===== config.mk =====
export PLATFORM = sky130hd
export DESIGN_NAME = ep_qh_mgr
export DESIGN_NICKNAME = d
export VERILOG_FILES = /design/src/rtl/ep_qh_pkg.sv /design/src/rtl/ep_qh_addr_gen.sv /design/src/rtl/ep_qh_req_gen.sv /design/src/rtl/ep_qh_seq.sv /design/src/rtl/ep_qh_mgr.sv
export SDC_FILE = /design/constraint.sdc
export NUM_CORES = 1
export LEC_CHECK = 0
export BUFFER_PORTS_ARGS = -buffer_cell sky130_fd_sc_hd__buf_2
export CAP_MARGIN = 20
export CORE_ASPECT_RATIO = 0.8
export CORE_MARGIN = 1
export CORE_UTILIZATION = 50
export DETAILED_ROUTE_END_ITERATION = 12
export PLACE_DENSITY = 0.79
export SETUP_SLACK_MARGIN = 0.05
export SYNTH_ARGS = -nofsm -noshare
export SYNTH_HDL_FRONTEND = slang
export SYNTH_SLANG_ARGS = --single-unit

===== constraint.sdc =====
create_clock -name clk_i -period 5.89 [get_ports clk_i]
set_input_delay 0.2945 -clock clk_i [delete_from_list [all_inputs] [get_ports clk_i]]
set_output_delay 0.2945 -clock clk_i [all_outputs]
set_load 0.02 [all_outputs]

===== src/rtl/ep_qh_pkg.sv =====
package ep_qh_pkg;
  localparam int unsigned QH_CUR_WORD  = 1;  // current-descriptor pointer
  localparam int unsigned QH_OVL_WORD  = 2;  // first overlay word
  localparam int unsigned DTD_WORDS    = 7;  // next, token/status, 5 buffer ptrs
  localparam int unsigned DTD_STS_WORD = 1;  // token/status word in a descriptor

  typedef enum logic {
    OP_PRIME    = 1'b0,
    OP_COMPLETE = 1'b1
  } qh_op_e;

  typedef enum logic [2:0] {
    S_IDLE,
    S_P_CUR,
    S_P_RD,
    S_P_RWAIT,
    S_P_WR,
    S_C_RD,
    S_C_RWAIT,
    S_C_WR
  } qh_state_e;
endpackage


===== src/rtl/ep_qh_addr_gen.sv =====
module ep_qh_addr_gen #(
  parameter int AW         = 32,
  parameter int NUM_EP     = 6,
  parameter int EP_W       = 3,
  parameter int SLOT_BITS  = 6,
  parameter int ALIGN_BITS = 11
) (
  input  logic [AW-1:0]   base_i,
  input  logic [EP_W-1:0] ep_i,
  input  logic            dir_i,
  output logic [AW-1:0]   qh_addr_o,
  output logic            ep_ok_o,
  output logic            misalign_o
);
  localparam int IDX_W = EP_W + 1;

  logic [AW-1:0]    base_al;
  logic [IDX_W-1:0] idx;

  assign base_al    = {base_i[AW-1:ALIGN_BITS], {ALIGN_BITS{1'b0}}};
  assign idx        = {ep_i, dir_i};  // even = OUT, odd = IN
  assign qh_addr_o  = base_al + (AW'(idx) << SLOT_BITS);
  assign ep_ok_o    = int'(ep_i) < NUM_EP;
  assign misalign_o = |base_i[ALIGN_BITS-1:0];
endmodule


===== src/rtl/ep_qh_req_gen.sv =====
module ep_qh_req_gen
  import ep_qh_pkg::*;
#(
  parameter int AW = 32,
  parameter int DW = 32,
  parameter int BW = 3
) (
  input  qh_state_e      state_i,
  input  logic [BW-1:0]  beat_i,
  input  logic [AW-1:0]  qh_i,
  input  logic [AW-1:0]  dtd_i,
  input  logic [DW-1:0]  sts_i,
  input  logic [DW-1:0]  rdata_i,
  output logic           valid_o,
  output logic           we_o,
  output logic [AW-1:0]  addr_o,
  output logic [DW-1:0]  wdata_o
);
  localparam logic [AW-1:0] CUR_OFS = AW'(QH_CUR_WORD * 4);
  localparam logic [AW-1:0] OVL_OFS = AW'(QH_OVL_WORD * 4);
  localparam logic [AW-1:0] STS_OFS = AW'(DTD_STS_WORD * 4);

  logic [AW-1:0] beat_ofs;
  assign beat_ofs = AW'(beat_i) << 2;

  always_comb begin
    valid_o = 1'b0;
    we_o    = 1'b0;
    addr_o  = '0;
    wdata_o = '0;
    unique case (state_i)
      S_P_CUR: begin
        valid_o = 1'b1;
        we_o    = 1'b1;
        addr_o  = qh_i + CUR_OFS;
        wdata_o = DW'(dtd_i);
      end
      S_P_RD: begin
        valid_o = 1'b1;
        addr_o  = dtd_i + beat_ofs;
      end
      S_P_WR: begin
        valid_o = 1'b1;
        we_o    = 1'b1;
        addr_o  = qh_i + OVL_OFS + beat_ofs;
        wdata_o = rdata_i;
      end
      S_C_RD: begin
        valid_o = 1'b1;
        addr_o  = qh_i + CUR_OFS;
      end
      S_C_WR: begin
        valid_o = 1'b1;
        we_o    = 1'b1;
        addr_o  = AW'(rdata_i) + STS_OFS;  // real descriptor, not overlay
        wdata_o = sts_i;
      end
      default: ;
    endcase
  end
endmodule


===== src/rtl/ep_qh_seq.sv =====
module ep_qh_seq
  import ep_qh_pkg::*;
#(
  parameter int AW = 32,
  parameter int DW = 32,
  parameter int BW = 3
) (
  input  logic           clk_i,
  input  logic           rst_ni,
  input  logic           cmd_valid_i,
  input  logic           cmd_op_i,
  input  logic           ep_ok_i,
  input  logic [AW-1:0]  qh_addr_i,
  input  logic [AW-1:0]  dtd_i,
  input  logic [DW-1:0]  sts_i,
  input  logic           hs_i,
  input  logic           rsp_valid_i,
  input  logic [DW-1:0]  rsp_rdata_i,
  output logic           cmd_ready_o,
  output logic           busy_o,
  output logic           done_o,
  output logic           err_o,
  output qh_state_e      state_o,
  output logic [BW-1:0]  beat_o,
  output logic [AW-1:0]  qh_q_o,
  output logic [AW-1:0]  dtd_q_o,
  output logic [DW-1:0]  sts_q_o,
  output logic [DW-1:0]  rdata_q_o
);
  localparam logic [BW-1:0] LAST_BEAT = BW'(DTD_WORDS - 1);

  qh_state_e     state_q;
  logic [BW-1:0] beat_q;
  logic [AW-1:0] qh_q, dtd_q;
  logic [DW-1:0] sts_q, rdata_q;
  logic          done_q, err_q;

  always_ff @(posedge clk_i or negedge rst_ni) begin
    if (!rst_ni) begin
      state_q <= S_IDLE;
      beat_q  <= '0;
      qh_q    <= '0;
      dtd_q   <= '0;
      sts_q   <= '0;
      rdata_q <= '0;
      done_q  <= 1'b0;
      err_q   <= 1'b0;
    end else begin
      done_q <= 1'b0;
      err_q  <= 1'b0;
      unique case (state_q)
        S_IDLE: if (cmd_valid_i) begin
          qh_q   <= qh_addr_i;
          dtd_q  <= dtd_i;
          sts_q  <= sts_i;
          beat_q <= '0;
          if (!ep_ok_i)                             err_q   <= 1'b1;
          else if (qh_op_e'(cmd_op_i) == OP_COMPLETE) state_q <= S_C_RD;
          else                                      state_q <= S_P_CUR;
        end
        S_P_CUR: if (hs_i) state_q <= S_P_RD;
        S_P_RD:  if (hs_i) state_q <= S_P_RWAIT;
        S_P_RWAIT: if (rsp_valid_i) begin
          rdata_q <= rsp_rdata_i;
          state_q <= S_P_WR;
        end
        S_P_WR: if (hs_i) begin
          if (beat_q == LAST_BEAT) begin
            state_q <= S_IDLE;
            done_q  <= 1'b1;
          end else begin
            beat_q  <= beat_q + 1'b1;
            state_q <= S_P_RD;
          end
        end
        S_C_RD: if (hs_i) state_q <= S_C_RWAIT;
        S_C_RWAIT: if (rsp_valid_i) begin
          rdata_q <= rsp_rdata_i;
          state_q <= S_C_WR;
        end
        S_C_WR: if (hs_i) begin
          state_q <= S_IDLE;
          done_q  <= 1'b1;
        end
        default: state_q <= S_IDLE;
      endcase
    end
  end

  assign cmd_ready_o = (state_q == S_IDLE);
  assign busy_o      = (state_q != S_IDLE);
  assign done_o      = done_q;
  assign err_o       = err_q;
  assign state_o     = state_q;
  assign beat_o      = beat_q;
  assign qh_q_o      = qh_q;
  assign dtd_q_o     = dtd_q;
  assign sts_q_o     = sts_q;
  assign rdata_q_o   = rdata_q;
endmodule


===== src/rtl/ep_qh_mgr.sv =====
module ep_qh_mgr
  import ep_qh_pkg::*;
#(
  parameter int AW         = 32,
  parameter int DW         = 32,
  parameter int NUM_EP     = 6,
  parameter int EP_W       = 3,
  parameter int SLOT_BITS  = 6,
  parameter int ALIGN_BITS = 11
) (
  input  logic            clk_i,
  input  logic            rst_ni,
  input  logic [AW-1:0]   list_base_i,
  output logic            cfg_err_o,
  input  logic            cmd_valid_i,
  output logic            cmd_ready_o,
  input  logic            cmd_op_i,
  input  logic [EP_W-1:0] cmd_ep_i,
  input  logic            cmd_dir_i,
  input  logic [AW-1:0]   cmd_dtd_i,
  input  logic [DW-1:0]   cmd_status_i,
  output logic [AW-1:0]   qh_addr_o,
  output logic            busy_o,
  output logic            done_o,
  output logic            err_o,
  output logic            mem_req_valid_o,
  input  logic            mem_req_ready_i,
  output logic            mem_req_we_o,
  output logic [AW-1:0]   mem_req_addr_o,
  output logic [DW-1:0]   mem_req_wdata_o,
  input  logic            mem_rsp_valid_i,
  input  logic [DW-1:0]   mem_rsp_rdata_i
);
  localparam int BW = $clog2(DTD_WORDS);

  logic          ep_ok, hs;
  qh_state_e     state;
  logic [BW-1:0] beat;
  logic [AW-1:0] qh_q, dtd_q;
  logic [DW-1:0] sts_q, rdata_q;

  assign hs = mem_req_valid_o & mem_req_ready_i;

  ep_qh_addr_gen #(
    .AW(AW), .NUM_EP(NUM_EP), .EP_W(EP_W),
    .SLOT_BITS(SLOT_BITS), .ALIGN_BITS(ALIGN_BITS)
  ) u_addr (
    .base_i     (list_base_i),
    .ep_i       (cmd_ep_i),
    .dir_i      (cmd_dir_i),
    .qh_addr_o  (qh_addr_o),
    .ep_ok_o    (ep_ok),
    .misalign_o (cfg_err_o)
  );

  ep_qh_seq #(.AW(AW), .DW(DW), .BW(BW)) u_seq (
    .clk_i       (clk_i),
    .rst_ni      (rst_ni),
    .cmd_valid_i (cmd_valid_i),
    .cmd_op_i    (cmd_op_i),
    .ep_ok_i     (ep_ok),
    .qh_addr_i   (qh_addr_o),
    .dtd_i       (cmd_dtd_i),
    .sts_i       (cmd_status_i),
    .hs_i        (hs),
    .rsp_valid_i (mem_rsp_valid_i),
    .rsp_rdata_i (mem_rsp_rdata_i),
    .cmd_ready_o (cmd_ready_o),
    .busy_o      (busy_o),
    .done_o      (done_o),
    .err_o       (err_o),
    .state_o     (state),
    .beat_o      (beat),
    .qh_q_o      (qh_q),
    .dtd_q_o     (dtd_q),
    .sts_q_o     (sts_q),
    .rdata_q_o   (rdata_q)
  );

  ep_qh_req_gen #(.AW(AW), .DW(DW), .BW(BW)) u_req (
    .state_i (state),
    .beat_i  (beat),
    .qh_i    (qh_q),
    .dtd_i   (dtd_q),
    .sts_i   (sts_q),
    .rdata_i (rdata_q),
    .valid_o (mem_req_valid_o),
    .we_o    (mem_req_we_o),
    .addr_o  (mem_req_addr_o),
    .wdata_o (mem_req_wdata_o)
  );
endmodule


==> impl_metrics.toml, run 1 <==
[timing]
slew_viol_final = 0
worst_slack_ns = 1.62
fmax_ghz = 0.234
grt_setup_unrepaired = "false"
period_minus_slack_ns = 4.27
max-slew-margin-rel_pct = 24.6
post-route-period-util_pct = 72.5
tightest_slew_ns = 1.12
finalClockSkew_ns = 0.00892
setup_tns_ns = 0
setup_violations = 0
hold_viol_final = 0

[floorplanning]
start_util_pct = 52.1
core_sq_mm = 0.0153
fp.dieH_microns = 115
die-area_sq_mm = 0.0164
io_pins = 241
die_x_microns = 143
core.rowCount = 40

[power]
switchingPower_mw = 2.61
leakage_nw = 4.32
p_per_area_mw_per_mm2 = 599
pwr-share-clk_pct = 19.8
comb_power_share_pct = 45.9
swShare_pct = 45.1
intPower_mw = 3.18
ir_worst_vdd_v = 0.000271
seqPwrFrac_pct = 34.3

[worst_setup_path]
path_buf_inv = 1
rrSetupSlack_ns = 2.94
crit_path_max_incr_delay_ns = 0.74
endpoint_kind = "output port"
cp_top_family = "simple AND/OR/NAND/NOR gates"
cpMaxStageDelayCell = "dfrtp_1"
rr_worst_depth = 6
path_max_fanout = 27
required_ns = 5.60
timing.rr.end = "u_seq.qh_q_o[23]"
critical_path_class = "reg -> out"
cp_cell_sequence = "and3_2 -> and2_1 -> ha_1 -> nand2_1 -> nor4_4 -> nand4_1 -> a21oi_1 -> xor2_1 -> o21ai_0 -> buf_2"
r2r_start = "u_seq.state_o[1]"
crit_path_start_kind = "register"
arrival_ns = 3.98

[detailed_routing]
drc = 0
drtAntennaViolNets = 0
firstDrtPassIters = 5
wl_microns = 24500
routedWlPerCell_microns = 20.7
drtIter0Drc = 898
vias = 7079
vias_per_cell = 5.98

[synth]
synth_edf_count = 0
syn_avg_cell_area_sq_um = 10.3
yosys_warnings = 0
synth_area_sq_mm = 0.00795
ys.flop_type = "dfrtp_1"
synth_async_sr_flop_share_pct = 100
synth_seq_area_share_pct = 40.6
syn-instance-count = 774
synth_cell_types = 63
ys_seq_elements = 129

[place]
dp_hpwl_microns = 17800
gp_congestion = 0.946
io_buffers = 233
post-place-ws_ns = 2.12
dp_cells = 1151

[grt]
antenna_found_initial = 1
grt_max_degree = 74
grt_usage_pct = 30.4
gr-total-overflow = 0
grt_pass1_vias = 6431
grt_first_pass_wirelength_microns = 36800

[min_path]
hp-start = "cmd_dtd_i[13]"
hold_depth = 3
min_to = "u_seq.dtd_q_o[13]"
hold_path.class = "in -> reg"

[finish]
drive_above_1_share_pct = 42.4
final_cells = 1184
final_nets = 1107
fin_util_pct = 63.4
area_growth_pct = 21.7

[clock_network]
cts.sinks = 129
cts-root-buf = "clkbuf_16"
cts_buffers = 17
cts_tree = "built"
clk_pin_slew_ns = 0.06
clk_path_buf_depth = 2
cts_resized = 0
cts_hold_buf = 1
clk_latency_ns = 0.42
post-cts-setup-buffer-count = 0
h-tree-depth = 4

[job]
maxCapViolCount = 0

[run_status]
status = "finished clean"
worst max path at each step:
stage / startpoint / endpoint / slack (ns) / cells past startpoint
6_report: u_seq.state_o[0] / mem_req_addr_o[28] / 1.62 / 10
5_1_grt: u_seq.state_o[0] / mem_req_addr_o[28] / 1.39 / 10
4_1_cts: u_seq.state_o[0] / mem_req_addr_o[28] / 1.67 / 10
3_5_place_dp: u_seq.state_o[0] / mem_req_addr_o[28] / 2.12 / 10
3_3_place_gp: u_seq.state_o[0] / mem_req_addr_o[20] / 2.28 / 10
2_1_floorplan: u_seq.state_o[1] / mem_req_addr_o[28] / 2.46 / 13
final cells by class:
type | instances | area (sq um)
fill | 1294 | 5590
timing repair buffer | 243 | 1250
clock inverter | 11 | 179
sequential | 129 | 3230
multi-input combinational | 558 | 4250
inverter | 12 | 45.0
antenna | 1 | 2.50
clock buffer | 20 | 457
tap | 210 | 263
tightest hold or removal path, delay by kind of cell:
| kind | cells | cell delay (ns) |
|---|---|---|
| simple gates | 1 | 0.04 |
| compound gates | 1 | 0.06 |
| buf+inv | 1 | 0.08 |
synthesized netlist by cell type, drive strengths merged, types with 2 or more instances:
cell type	count	area, sq um
a221o	7	70.1
o22ai	5	31.3
nor3	16	101
a31oi	3	18.8
nand2b	4	25.0
and4	2	20.0
a22o	6	52.6
a21oi	14	70.1
nor4	6	73.8
o211ai	3	27.5
xor2	31	279
mux2i	15	150
o21a	2	15.0
nand2	70	263
dfrtp	129	3230
ha	7	87.6
mux2	117	1320
a21boi	2	15.0
o21ai	55	275
and3	9	57.6
and2	5	31.3
a211oi	2	15.0
a22oi	42	315
nor2	28	113
o221ai	5	43.8
o2111ai	2	17.5
inv	12	45.0
nor2b	3	18.8
nand3	33	178
nand4	20	155
clkbuf	21	78.8
xnor2	22	193
buf	60	393
power by group through the flow:
| stage | registers [mW] | clock network, mW | logic, mW |
|---|---|---|---|
| 6_report | 1.99 | 1.15 | 2.66 |
| 5_1_grt | 2.03 | 1.19 | 2.86 |
| 4_1_cts | 1.95 | 1.16 | 2.64 |
| 3_5_place_dp | 1.95 | 0 | 2.62 |
| 3_3_place_gp | 1.94 | 0 | 2.59 |
| 2_1_floorplan | 1.67 | 0 | 2.00 |
stage by stage:
step           power [mW]  hold WS (ns)  area [sq um]
3_3_place_gp         4.53         0.284          9020
6_report             5.79        0.0864          9670
5_1_grt              6.09        0.0883          9670
2_1_floorplan        3.67      -0.00109          7970
3_5_place_dp         4.57         0.286          9020
4_1_cts              5.75        0.0699          9670
per-layer routing:
| layer | global-route usage (%) | part of all wire, % | routed length, microns | vias to the layer above |
|---|---|---|---|---|
| li1 | - | - | - | 3161 |
| met5 | 0 | 0 | 0 | - |
| met3 | 8.33 | 11 | 2750 | 28 |
| met1 | 45.9 | 46 | 11300 | 3436 |
| met2 | 41.8 | 41 | 10200 | 454 |
| met4 | 9.53 | 1.3 | 325 | 0 |
sequential cells by signal (all words and copies together) (netlist names):
register,flops
u_seq.qh_q_o,25
u_seq.beat_o,3
u_seq.done_o,1
u_seq.dtd_q_o,32
u_seq.rdata_q_o,32
u_seq.state_o,3
u_seq.err_o,1
u_seq.sts_q_o,32
cells in the final DEF, fill, tap and decap left out, drive strengths merged, types with 3 or more instances in the layout:
| cell type | n |
|---|---|
| a21oi | 14 |
| a221o | 7 |
| a22o | 6 |
| a22oi | 42 |
| a31oi | 3 |
| and2 | 5 |
| and3 | 9 |
| buf | 242 |
| bufinv | 4 |
| clkbuf | 20 |
| clkinv | 3 |
| conb | 7 |
| dfrtp | 129 |
| ha | 7 |
| inv | 14 |
| mux2 | 117 |
| mux2i | 15 |
| nand2 | 70 |
| nand2b | 4 |
| nand3 | 33 |
| nand4 | 20 |
| nor2 | 28 |
| nor2b | 3 |
| nor3 | 16 |
| nor4 | 6 |
| o211ai | 3 |
| o21ai | 55 |
| o221ai | 5 |
| o22ai | 5 |
| xnor2 | 22 |
| xor2 | 31 |
logic make-up (layout without fill, tap and decap cells):
logic type,count (synthesis),in the layout,synth area share [%]
other,1,8,0.0472
buffers and inverters,93,286,6.50
AOI/OAI and AO/OA,156,156,13.4
and+or+nand+nor,202,202,13.7
adders and majority gates,8,8,1.35
DFF,129,129,40.6
xor gates and xnor gates,53,53,5.93
muxes,132,132,18.5
No activity file was read; power rests on OpenSTA's default activity.
==> run 2: changes to the inputs <==
clock period = 4.1 ns   (was 5.89 ns; I/O delays follow)
==> run 2 against run 1 <==
Compared with the run above:
- clock skew is 0.0015 ns higher
- worst hold slack got worse by 0.080 ns
- largest power group unchanged
- critical path depth unchanged
- cell area up 5.1%
- register-to-register slack lost 1.6 ns
- first-iteration DRC count is 3.1% lower
- wire length up 2.8%
- highest routed layer unchanged
- via count grew 2.9%
- sequential cell count unchanged
- clock power up 33%
- critical path type unchanged
- die area unchanged
==> impl_metrics.toml, run 2 (synthesis results as in run 1) <==
[run_status]
status = "finished clean"

[min_path]
min_to = "u_seq.dtd_q_o[1]"
hp-start = "cmd_dtd_i[1]"
hold_path.class = "in -> reg"
hold_depth = 2

[worst_setup_path]
path_max_fanout = 21
rr_worst_depth = 6
critical_path_class = "reg -> out"
crit_path_start_kind = "register"
arrival_ns = 3.58
rrSetupSlack_ns = 1.30
required_ns = 3.89
timing.rr.end = "u_seq.sts_q_o[28]"
r2r_start = "u_seq.state_o[1]"
endpoint_kind = "output port"

[finish]
mostFrequentLayoutCells = "buf_2, dfrtp_1, mux2_2, nand2_1"
area_growth_pct = 27.9
final_cells = 1238
drive_above_1_share_pct = 40.6
final_nets = 1161
n_fill_cell = 1242
design_area_sq_mm = 0.0102
antenna_cells = 0
mostFrequentLayoutCell = "buf_2"
fin_util_pct = 66.6

[clock_network]
clk_path_buf_depth = 2
cts_tree = "built"
cts_buffers = 17
h-tree-depth = 4
clk_pin_slew_ns = 0.06
cts-root-buf = "clkbuf_16"
cts_resized = 0
clk_latency_ns = 0.44
cts.sinks = 129

[detailed_routing]
wl_microns = 25200
drc = 0
vias = 7285
firstDrtPassIters = 5
drtIter0Drc = 870
vias_per_cell = 5.88
drtAntennaViolNets = 0
routedWlPerCell_microns = 20.3

[timing]
hold_viol_final = 0
setup_violations = 0
tightest_slew_ns = 1.03
hold_ws_ns = 0.00683
finalClockSkew_ns = 0.0104
grt_setup_unrepaired = "false"
worst_slack_ns = 0.314
slew_viol_final = 0
fmax_ghz = 0.264
period_minus_slack_ns = 3.79
post-route-period-util_pct = 92.4
max-slew-margin-rel_pct = 30.4
setup_tns_ns = 0

[grt]
grt_usage_pct = 31.2
grt_pass1_vias = 6734
grt_first_pass_wirelength_microns = 38100
antenna_found_initial = 0
gr-total-overflow = 0
grt_max_degree = 93

[floorplanning]
die_x_microns = 143
start_util_pct = 52.1
core_sq_mm = 0.0153
core.rowCount = 40
fp.dieH_microns = 115
io_pins = 241
die-area_sq_mm = 0.0164

[place]
gp_congestion = 0.931
post-place-ws_ns = 0.945
dp_cells = 1153
place_area_sq_mm = 0.00905
io_buffers = 233
dp_hpwl_microns = 18000

[power]
switchingPower_mw = 3.81
swShare_pct = 46.1
intPower_mw = 4.46
seqPwrFrac_pct = 34.3
ir_worst_vdd_v = 0.000507
comb_power_share_pct = 47.2
leakage_nw = 4.53
p_per_area_mw_per_mm2 = 813
pwr-share-clk_pct = 18.5
fin_total_pwr_mw = 8.27

[job]
maxCapViolCount = 0
[run 2: cell count changes in the layout (fill, tap and decap cells not counted), sizes merged]
| cell | before | now |
|---|---|---|
| buf | 242 | 244 |
| dlygate4sd3 | 1 | 53 |
| clkinv | 3 | 7 |
| bufinv | 4 | 2 |
| inv | 14 | 16 |
| clkbuf | 20 | 17 |
| diode | 1 | 0 |
[run 2: per-layer routing]
metal | vias to the layer above | track usage (%) | wire, microns
li1 | 3267 | - | -
met2 | 461 | 44.9 | 10700
met4 | 0 | 8.75 | 409
met1 | 3518 | 46.2 | 11300
met5 | - | 0 | 0
met3 | 39 | 8.08 | 2730
[run 2: worst max-delay path by stage]
| stage | start | to | slack, ns | cells after the start |
|---|---|---|---|---|
| CTS | u_seq.state_o[0] | mem_req_addr_o[28] | 0.41 | 10 |
| global route | u_seq.state_o[0] | mem_req_addr_o[28] | 0.12 | 10 |
| global placement | u_seq.state_o[0] | mem_req_addr_o[20] | 1.0 | 10 |
| finish | u_seq.state_o[0] | mem_req_addr_o[28] | 0.31 | 10 |
| floorplan | u_seq.state_o[1] | mem_req_addr_o[28] | 0.76 | 13 |
| detailed placement | u_seq.state_o[0] | mem_req_addr_o[28] | 0.94 | 10 |
[run 2: repair_timing]
item,CTS,global route
hold endpoints to repair,138,5
setup endpoints to repair,0,0
setup buffers,0,0
hold buffers,48,5
[run 2: critical path, cell delays in order, from the launching register on]
cell and delay (ns):
dfrtp_1 0.76, and3_2 0.34, and2_1 0.15, ha_1 0.22
nand2_1 0.13, nor4_4 0.53, nand4_1 0.31, a21oi_1 0.23
xor2_1 0.18, o21ai_0 0.09, buf_2 0.20
[run 2: cell type report]
class                           count  area (sq um)  area share, %
Multi-Input combinational cell    558          4250           41.8
Timing Repair Buffer              297          1800           17.7
Clock inverter                     15           159           1.56
Inverter                           12          45.0          0.443
Sequential cell                   129          3230           31.8
Clock buffer                       17           425           4.19
Tap cell                          210           263           2.58
[run 2: power groups by stage]
stage / combinational (mW) / clock (mW) / sequential, mW
floorplan: 2.88 / 0 / 2.40
global placement: 3.73 / 0 / 2.76
detailed placement: 3.79 / 0 / 2.79
CTS: 3.86 / 1.54 / 2.78
global route: 4.19 / 1.60 / 2.90
finish: 3.91 / 1.53 / 2.83
